**src/rtl/mdio_master.sv**
```systemverilog
module mdio_master #(
  parameter int FRAME_BITS = 64
) (
  input  logic        clk,
  input  logic        rst_n,
  input  logic        wr_en,
  input  logic [3:0]  addr,
  input  logic [31:0] wdata,
  output logic [31:0] rdata,
  output logic        mdc,
  output logic        mdio_o,
  output logic        mdio_oe,
  input  logic        mdio_i
);
  localparam int BW = $clog2(FRAME_BITS);
  localparam logic [BW-1:0] LAST   = BW'(FRAME_BITS - 1);
  localparam logic [BW-1:0] TA2    = BW'(FRAME_BITS - 17);
  localparam logic [BW-1:0] RELEASE = BW'(FRAME_BITS - 18);

  logic        busy, rd_err, c45, neg, is_rd;
  logic [7:0]  div, cnt;
  logic [4:0]  dev, port;
  logic [15:0] dat, adr;
  logic [BW-1:0] bitn;
  logic [FRAME_BITS-1:0] frame;

  wire [1:0] sel    = addr[3:2];
  wire       idle_wr = wr_en & ~busy;
  wire       go_rd  = idle_wr & (sel == 2'd1) & wdata[15];
  wire       go_wr  = idle_wr & (sel == 2'd2);
  wire       go_ad  = idle_wr & (sel == 2'd3) & c45;
  wire       go     = go_rd | go_wr | go_ad;
  wire       tick   = busy & (cnt == div);
  wire       fall   = tick & mdc;
  wire       smp    = tick & (mdc == neg);

  wire [1:0]  f_st   = c45 ? 2'b00 : 2'b01;
  wire [1:0]  f_op   = go_rd ? (c45 ? 2'b11 : 2'b10) : (go_ad ? 2'b00 : 2'b01);
  wire [4:0]  f_port = go_rd ? wdata[9:5] : port;
  wire [4:0]  f_dev  = go_rd ? wdata[4:0] : dev;
  wire [1:0]  f_ta   = go_rd ? 2'b11 : 2'b10;
  wire [15:0] f_pay  = go_rd ? 16'hFFFF : wdata[15:0];

  assign mdio_o  = frame[FRAME_BITS-1];
  assign mdio_oe = busy & ~(is_rd & (bitn >= RELEASE));

  always_comb begin
    case (sel)
      2'd0:    rdata = {8'b0, neg, 7'b0, div, 1'b0, c45, 4'b0, rd_err, busy};
      2'd1:    rdata = {16'b0, 6'b0, port, dev};
      2'd2:    rdata = {16'b0, dat};
      default: rdata = {16'b0, adr};
    endcase
  end

  always_ff @(posedge clk) begin
    if (!rst_n) begin
      busy <= 1'b0; rd_err <= 1'b0; c45 <= 1'b0; neg <= 1'b0; is_rd <= 1'b0;
      div <= '0; cnt <= '0; dev <= '0; port <= '0; dat <= '0; adr <= '0;
      bitn <= '0; frame <= '0; mdc <= 1'b0;
    end else begin
      if (idle_wr) begin
        case (sel)
          2'd0: begin neg <= wdata[23]; div <= wdata[15:8]; c45 <= wdata[6]; end
          2'd1: begin port <= wdata[9:5]; dev <= wdata[4:0]; end
          2'd2: dat <= wdata[15:0];
          default: adr <= wdata[15:0];
        endcase
      end
      if (go) begin
        busy   <= 1'b1;
        is_rd  <= go_rd;
        rd_err <= 1'b0;
        cnt    <= '0;
        mdc    <= 1'b0;
        bitn   <= '0;
        frame  <= {{(FRAME_BITS-32){1'b1}}, f_st, f_op, f_port, f_dev, f_ta, f_pay};
      end else if (busy) begin
        cnt <= tick ? '0 : cnt + 8'd1;
        if (tick) mdc <= ~mdc;
        if (smp && is_rd) begin
          if (bitn == TA2) rd_err <= mdio_i;
          else if (bitn > TA2) dat <= {dat[14:0], mdio_i};
        end
        if (fall) begin
          frame <= frame << 1;
          bitn  <= bitn + 1'b1;
          if (bitn == LAST) busy <= 1'b0;
        end
      end
    end
  end
endmodule


```
**config.mk**
```make
export PLATFORM = sky130hd
export DESIGN_NAME = mdio_master
export DESIGN_NICKNAME = d
export VERILOG_FILES = /design/src/rtl/mdio_master.sv
export SDC_FILE = /design/constraint.sdc
export NUM_CORES = 1
export LEC_CHECK = 0
export BUFFER_PORTS_ARGS = -buffer_cell sky130_fd_sc_hd__buf_4
export CORE_MARGIN = 2
export CORE_UTILIZATION = 38
export DETAILED_ROUTE_END_ITERATION = 7
export MAX_ROUTING_LAYER = met4
export RECOVER_POWER = 25
export SYNTH_ARGS = -nofsm -noshare
export SYNTH_HDL_FRONTEND = slang
export SYNTH_SLANG_ARGS = --single-unit
export TNS_END_PERCENT = 100
```
**constraint.sdc**
```tcl
create_clock -name clk -period 2 [get_ports clk]
set_input_delay 0.5 -clock clk [delete_from_list [all_inputs] [get_ports clk]]
set_output_delay 0.5 -clock clk [all_outputs]
set_load 0.02 [all_outputs]
```
Word level (Yosys, flattened, before mapping):

Cells that the tools add are included.

* bits in registers: 134
* input bits: 40
* word-level logic and storage cells: 80

* add/sub/neg operators: 2
* $lt $le $gt $ge: 2
* equal/unequal tests: 7
* multiplexer cells: 24
* bitwise operators: 18
* reductions and logical operators: 13

Operator list (number)
* $mux W64: 3
* $mux W16: 8
* $pmux W24 S3: 1
* $eq A6 B6 Y1 const B: 2
* $reduce_and A2 Y1: 6
* $and A1 B1 Y1: 11
* $mux W5: 2
* $add A8 B1 Y8 const B: 1
* $eq A8 B8 Y1: 1
* $mux W1: 8
* $mux W8: 1
* $add A6 B1 Y6 const B: 1
* $ge A6 B6 Y1 const B: 1
* $gt A6 B6 Y1 const B: 1
* $not A1 Y1: 5
* $eq A2 B2 Y1 const B: 2
* $reduce_bool A2 Y1: 2
* $reduce_and A3 Y1: 1
* $reduce_or A3 Y1: 1
* $eq A2 B1 Y1 const B: 1
* $logic_not A2 Y1: 1
* $mux W2: 1
* $or A1 B1 Y1: 2
* $reduce_or A2 Y1: 1
* 2 further kinds: 2

Longest topological paths before layout:

Gate-level depths: netlist (run 1).

* word-level depth: 8
* depth in mapped cells: 9
* gate-level depth less buffers: 5

Worst setup path before layout (run 1):

Ideal clock, no wire load.

* path type: input port to output port
* start point: input port addr[2]
* end point: output port rdata[10]
* arrival time: 1670 ps
* setup slack: -170 ps
* stages: 4
* buffers on the path: 2
* path through: buf_2 -> buf_1 -> mux2_2 -> a22o_1

* longest elaborated chain between the ends: 2

Ends and longest elaborated chain
* start: declaration: line 7 `input logic [3:0] addr,`
* $eq A2 B2 Y1, or another cell as far along: line 48 `case (sel)`
* $pmux W24 S3 *: line 48
* end: declaration: line 9 `output logic [31:0] rdata,`

Mark *: on every way between the ends. The rest lies on a longest branch, timed or not.

Worst setup path in the final report (run 1):

* start point: register bitn[0]
* end point: output port mdio_oe

* longest elaborated chain between the ends: 4

Ends and longest elaborated chain
* start: declaration: line 24 `logic [BW-1:0] bitn;`
* start signal: assignment: line 87 `bitn <= bitn + 1'b1;`
* $ge A6 B6 Y1: line 45 `assign mdio_oe = busy & ~(is_rd & (bitn >= RELEASE));`
* $and A1 B1 Y1: line 45
* $not A1 Y1: line 45
* $and A1 B1 Y1: line 45
* end: declaration: line 12 `output logic mdio_oe,`

No other way between the ends.

==> out/metrics.cfg, run 1 <==
[outcome]
violations=setup timing
status=finished, violations left

[timing]
slew_viol_final=0
setup_violations=1
worstMarginPinSlew_ps=797.2
timing.final.ws_setup_ps=-136.8
hold_viol=0
finalCriticalPeriod_ps=2137
rsz0062_at_grt=yes
max_freq_ghz=0.4680
slew_headroom_pct=46.85
finalCritPeriodShare_pct=106.8
finClkSkew_ps=7.706

[synthesis]
synth_cell_type_count=49
syn_inst=696
synth_ff_type=dfxtp_1
yosys_warnings=0
ys_ff_latch=134
syn_area_um2=6326
syn_area_per_cell_um2=9.089
synth_edf_count=0
synthArstFlopShare_pct=0
synth.yosys.seq_area_share_pct=42.41

[placement]
routabilityCongestion=0.8156
portBuffers=42
hpwlAfterDp_mm=10.35
pre_cts_slack_ps=-57.89

[layout]
layout_commonest_cell=nand2_1
final_layout_size_suffix_gt1_share_pct=19.33
nets=780
area_delta_synth_final_pct=19.40
layout_common_cells=nand2_1, dfxtp_1, buf_4
nFillCells=1540
fin_util_pct=46.04
antennaDiodeCount=0

[detailed_routing]
via_count=5192
route.antenna.remaining_nets=0
wl_mm=15.40
wl_per_cell_um=15.88
via_per_inst=5.353
drc=0
dr.pass1.iters=6
drtIter0Drc=390

[worst_setup_path]
crit_path_top_delay_cell=dfxtp_2
reg2reg_from=cnt[3]
rr_endpoint=frame[53]
end_kind=output port
r2r_cells=6
cp.arrival_ps=1640
critPathMaxFanout=2
worst_setup_path_start_kind=flop
cp.required_ps=1500
path_buf_inv=2
ff2ff_setup_slack_ps=30
criticalPathCategory=flop to output port
max_stage_delay_ps=330
cp_cell_sequence=inv_2 > ha_2 > or2_4 > a31oi_4 > o21a_1 > buf_6
crit_family=flip-flops

[die]
io-pin-count=75
start_util_pct=38.56
die_w_um=133.0
fp-row-count=47
fp.dieH_um=133.0
die_area_um2=17700
core_area_um2=16410

[cts]
cts_buffer_depth=2
cts_tree=done
clock-sinks=134
clk_latency_ps=420
cts_buffers=17
root_buffer=clkbuf_16
htreeDepth=4
clkTransAtPathRegs_ps=60

[grt]
grtUsageTotal_pct=18.25
overflow=0
grt_max_degree=67
grt_pass1_wl_mm=25.23
grt_pass1_vias=5089
antenna_found_initial=0

[worst_hold_path]
min_path_type=primary input to flop
hold_depth=3
holdPathEnd=neg
min-delay-start=wdata[23]

[power_and_ir_drop]
powerDensity_nw_per_um2=867.2
power_leakage_nw=3.033
total_power_mw=6.550
vdd_drop_max_mv=0.6431

[flow_run]
maxCapViolCount=0

-- worst max path at each step --
stage	to	slack (ps)	depth (start not counted)	startpoint
after floorplan	rdata[10]	30	4	addr[2]
after global placement	frame[50]	-10	7	addr[2]
after detailed placement	frame[53]	-60	7	addr[2]
after CTS	mdio_oe	-140	6	bitn[0]
after global routing	mdio_oe	-190	6	bitn[0]
final	mdio_oe	-140	6	bitn[0]
-- registers in the layout, summed over array words and instances, names as in the netlist --
name / flops
frame: 64
adr: 16
dat: 16
cnt: 8
div: 8
bitn: 6
dev: 5
port: 5
busy: 1
c45: 1
is_rd: 1
mdc: 1
neg: 1
rd_err: 1
-- where the power goes --
group / internal (mW) / switching (mW)
Sequential: 2.81 / 0.0854
Clock: 1.78 / 1.21
Combinational: 0.292 / 0.364
-- cell type report --
type	instances	area, um^2	share of cell area [%]
clock buffer	19	452.9	5.996
clock inverter	13	125.1	1.656
inverter	4	15.01	0.1988
multi-input combinational	501	3288	43.53
sequential	134	2686	35.56
tap	220	275.3	3.644
timing repair buffer	79	710.7	9.409
-- synth_stat cells (3+ instances only) --
cell type,n,share of area [%]
nand2_1,152,9.0
o21ai_0,31,2.5
a21boi_0,37,4.4
mux4_2,5,1.8
nand4_1,6,0.59
nand2b_1,3,0.30
and3_1,5,0.49
and2_1,6,0.59
dfxtp_1,134,42
mux2i_1,16,2.5
mux2_2,21,3.7
o311a_1,34,5.4
nor2b_1,3,0.30
clkbuf_1,26,1.5
buf_4,18,2.1
nor2_1,11,0.65
xnor2_1,12,1.7
buf_2,16,1.3
inv_1,4,0.24
or3_1,37,3.7
nand3_1,10,0.79
xor2_1,5,0.69
ha_1,3,0.59
a22o_1,12,1.7
a31oi_1,27,2.7
buf_6,9,1.6
a21oi_1,9,0.71
o211a_1,16,2.5
nor3_1,6,0.47
-- cells by family after synthesis --
| group | after synthesis | synth area share [%] |
|---|---|---|
| and+or+nand+nor | 251 | 18.93 |
| buffers and inverters | 75 | 6.922 |
| AOI/OAI and AO/OA | 173 | 20.69 |
| muxes | 42 | 8.050 |
| DFF | 134 | 42.41 |
| other | 1 | 0.05928 |
| adders and majority gates | 3 | 0.5934 |
| xor gates and xnor gates | 17 | 2.354 |
-- per-stage QoR --
| stage | setup TNS, ps | hold WS [ps] | cell area, um^2 | instances |
|---|---|---|---|---|
| floorplan | 0 | 431.9 | 6382 | 710 |
| global placement | -215.1 | 445.8 | 6964 | 937 |
| detailed placement | -1121 | 447.8 | 6964 | 937 |
| CTS | -143.5 | 334.2 | 7553 | 969 |
| global route | -2610 | 365.9 | 7553 | 970 |
| finish | -136.8 | 341.8 | 7553 | 970 |
-- routing by layer --
layer  global-route usage [%]  share of wire (%)  routed length, um
met1                    22.60                 46               7080
met2                    29.02                 49               7547
met3                    4.061                3.4                517
met4                    7.109                1.7                259
met5                        -                  0                  0
-- worst register-to-register path, stage by stage (launching register included) --
cell     delay (ps)
dfxtp_1         340
xnor2_1         250
and3_1          310
nand4_4         120
buf_4           290
or3_1           420
o311a_1         130
-- timing repair --
item,4_1_cts,5_1_grt
pin swaps,2,1
setup buffers,0,1
hold buffers,0,0
resized for setup,6,3
setup endpoints to repair,2,2
gates cloned,0,0
Note: power is estimated with default switching activity, not from simulation.
==> run 2, diff against run 1 <==
- CORE_UTILIZATION: 38 -> 52
- GPL_TIMING_DRIVEN: default -> 0
- PLACE_DENSITY: default -> 0.75
==> run 2 against run 1 <==
The flow still finishes with violations (setup timing). Critical endpoint unchanged. Highest routed layer unchanged. Clock skew about the same. Final cell count down 3.3%. Setup slack worse by 5.8 ps. Sequential share of layout area down 0.96 points. Via count up 6.9%.
==> out/metrics.cfg, run 2 (synthesized netlist as in run 1, its figures left out) <==
[placement]
routabilityCongestion=0.8743
pre_cts_slack_ps=-369.5
hpwlAfterDp_mm=11.44
place_area_um2=6874
dp.cells=898
portBuffers=41

[cts]
root_buffer=clkbuf_16
htreeDepth=4
cts_buffer_depth=2
clock-sinks=134
cts_tree=done
clk_latency_ps=420
clkTransAtPathRegs_ps=60
cts_buffers=17

[worst_setup_path]
cp.arrival_ps=1640
cp_cell_sequence=inv_2 > ha_4 > or2_4 > a31oi_4 > o21a_1 > buf_6
cp.required_ps=1500
max_stage_delay_ps=350
ff2ff_setup_slack_ps=-20
end_kind=output port
crit_path_top_delay_cell=dfxtp_2
critPathMaxFanout=2
r2r_cells=8
reg2reg_from=busy
criticalPathCategory=flop to output port
worst_setup_path_start_kind=flop
rr_endpoint=frame[22]

[die]
core_area_um2=11960
fp-row-count=40
fp.dieH_um=114.3
die_area_um2=13060
start_util_pct=52.89
io-pin-count=75
die_w_um=114.3

[timing]
max_freq_ghz=0.4667
finalCriticalPeriod_ps=2143
holdWs_ps=350.3
timing.final.ws_setup_ps=-142.5
slew_headroom_pct=63.19
finalCritPeriodShare_pct=107.1
worstMarginPinSlew_ps=552.2
setup_violations=4
finClkSkew_ps=7.582
hold_viol=0
slew_viol_final=0
rsz0062_at_grt=yes

[outcome]
violations=setup timing
status=finished, violations left

[flow_run]
maxCapViolCount=0

[detailed_routing]
wl_per_cell_um=17.86
via_count=5551
drtIter0Drc=491
wl_mm=16.75
route.antenna.remaining_nets=0
dr.pass1.iters=6
via_per_inst=5.918
drc=0

[worst_hold_path]
min-delay-start=wdata[23]
min_path_type=primary input to flop
holdPathEnd=neg
hold_depth=3

[layout]
max_flop_register=frame
design_area_um2=7775
final_layout_size_suffix_gt1_share_pct=21.37
top_regs=frame: 64 flops, adr: 16 flops, dat: 16 flops
finalNonFillerCells=938
antennaDiodeCount=0
nFillCells=956
layout_commonest_cell=nand2_1
layout_common_cells=nand2_1, dfxtp_1, buf_4
largest_reg_flops=64
nets=821
area_delta_synth_final_pct=22.90

[power_and_ir_drop]
power_leakage_nw=3.218
vdd_drop_max_mv=0.6772
powerDensity_nw_per_um2=956.6

[grt]
grt_pass1_wl_mm=26.86
grt_max_degree=17
grtUsageTotal_pct=27.25
grt_pass1_vias=5297
overflow=0
antenna_found_initial=0

-- run 2: cell count changes in the layout (fill, tap and decap cells not counted), sizes merged --
cell / delta
buf: +12
bufinv: +7
clkbuf: +27
clkinv: -2
clkinvlp: -4
inv: +1
-- run 2: worst max-delay path, delay by kind of cell (launching register included) --
kind            cells  cell delay (ps)
buf+inv             2              170
simple gates        1              230
compound gates      2              340
fa+ha+maj           1              140
flops               1              350
-- run 2: repair_timing --
item | CTS | global route
gates cloned | 0 | 1
endpoints found under the setup margin | 31 | 73
pin swaps | 4 | 6
setup buffers | 6 | 3
endpoints found under the hold margin | 0 | 0
gates resized for setup | 22 | 19
hold buffers | 0 | 0
-- run 2: power by group --
group          internal (mW)  total, mW  switching [mW]
Combinational          0.307      0.703           0.396
Sequential              2.81       2.90          0.0862
Clock                   2.60       3.84            1.23
-- run 2: layout make-up --
cell class                 count  area (um^2)  share of cell area [%]
clock inverter                15        296.5                   3.814
timing repair buffer          51        412.9                   5.311
tap                          147        183.9                   2.366
sequential                   134         2690                   34.60
clock buffer                  17        425.4                   5.472
inverter                       4        15.01                  0.1931
multi-input combinational    501         3308                   42.55
buffer                        69        442.9                   5.697
-- run 2: through the flow --
stage	util (%)	setup TNS (ps)	total power, mW
after global routing	65.00	-2233	7.664
after detailed placement	57.47	-12950	3.618
after CTS	64.42	-184.7	7.448
after global placement	57.47	-10530	3.593
final	65.00	-193.5	7.438
after floorplan	-	0	3.401
-- run 2: how the worst max path moves through the flow --
| stage | from | to | cells after the start |
|---|---|---|---|
| after floorplan | addr[2] | rdata[10] | 4 |
| after detailed placement | addr[2] | rdata[15] | 6 |
| after CTS | bitn[0] | mdio_oe | 6 |
| final | bitn[0] | mdio_oe | 6 |
| after global placement | addr[2] | rdata[15] | 6 |
| after global routing | bitn[0] | mdio_oe | 6 |
-- run 2: layer usage --
metal	global-route usage [%]	part of all wire, %
met1	34.29	43
met3	5.717	6.0
met4	12.52	3.5
met5	-	0
met2	42.22	47
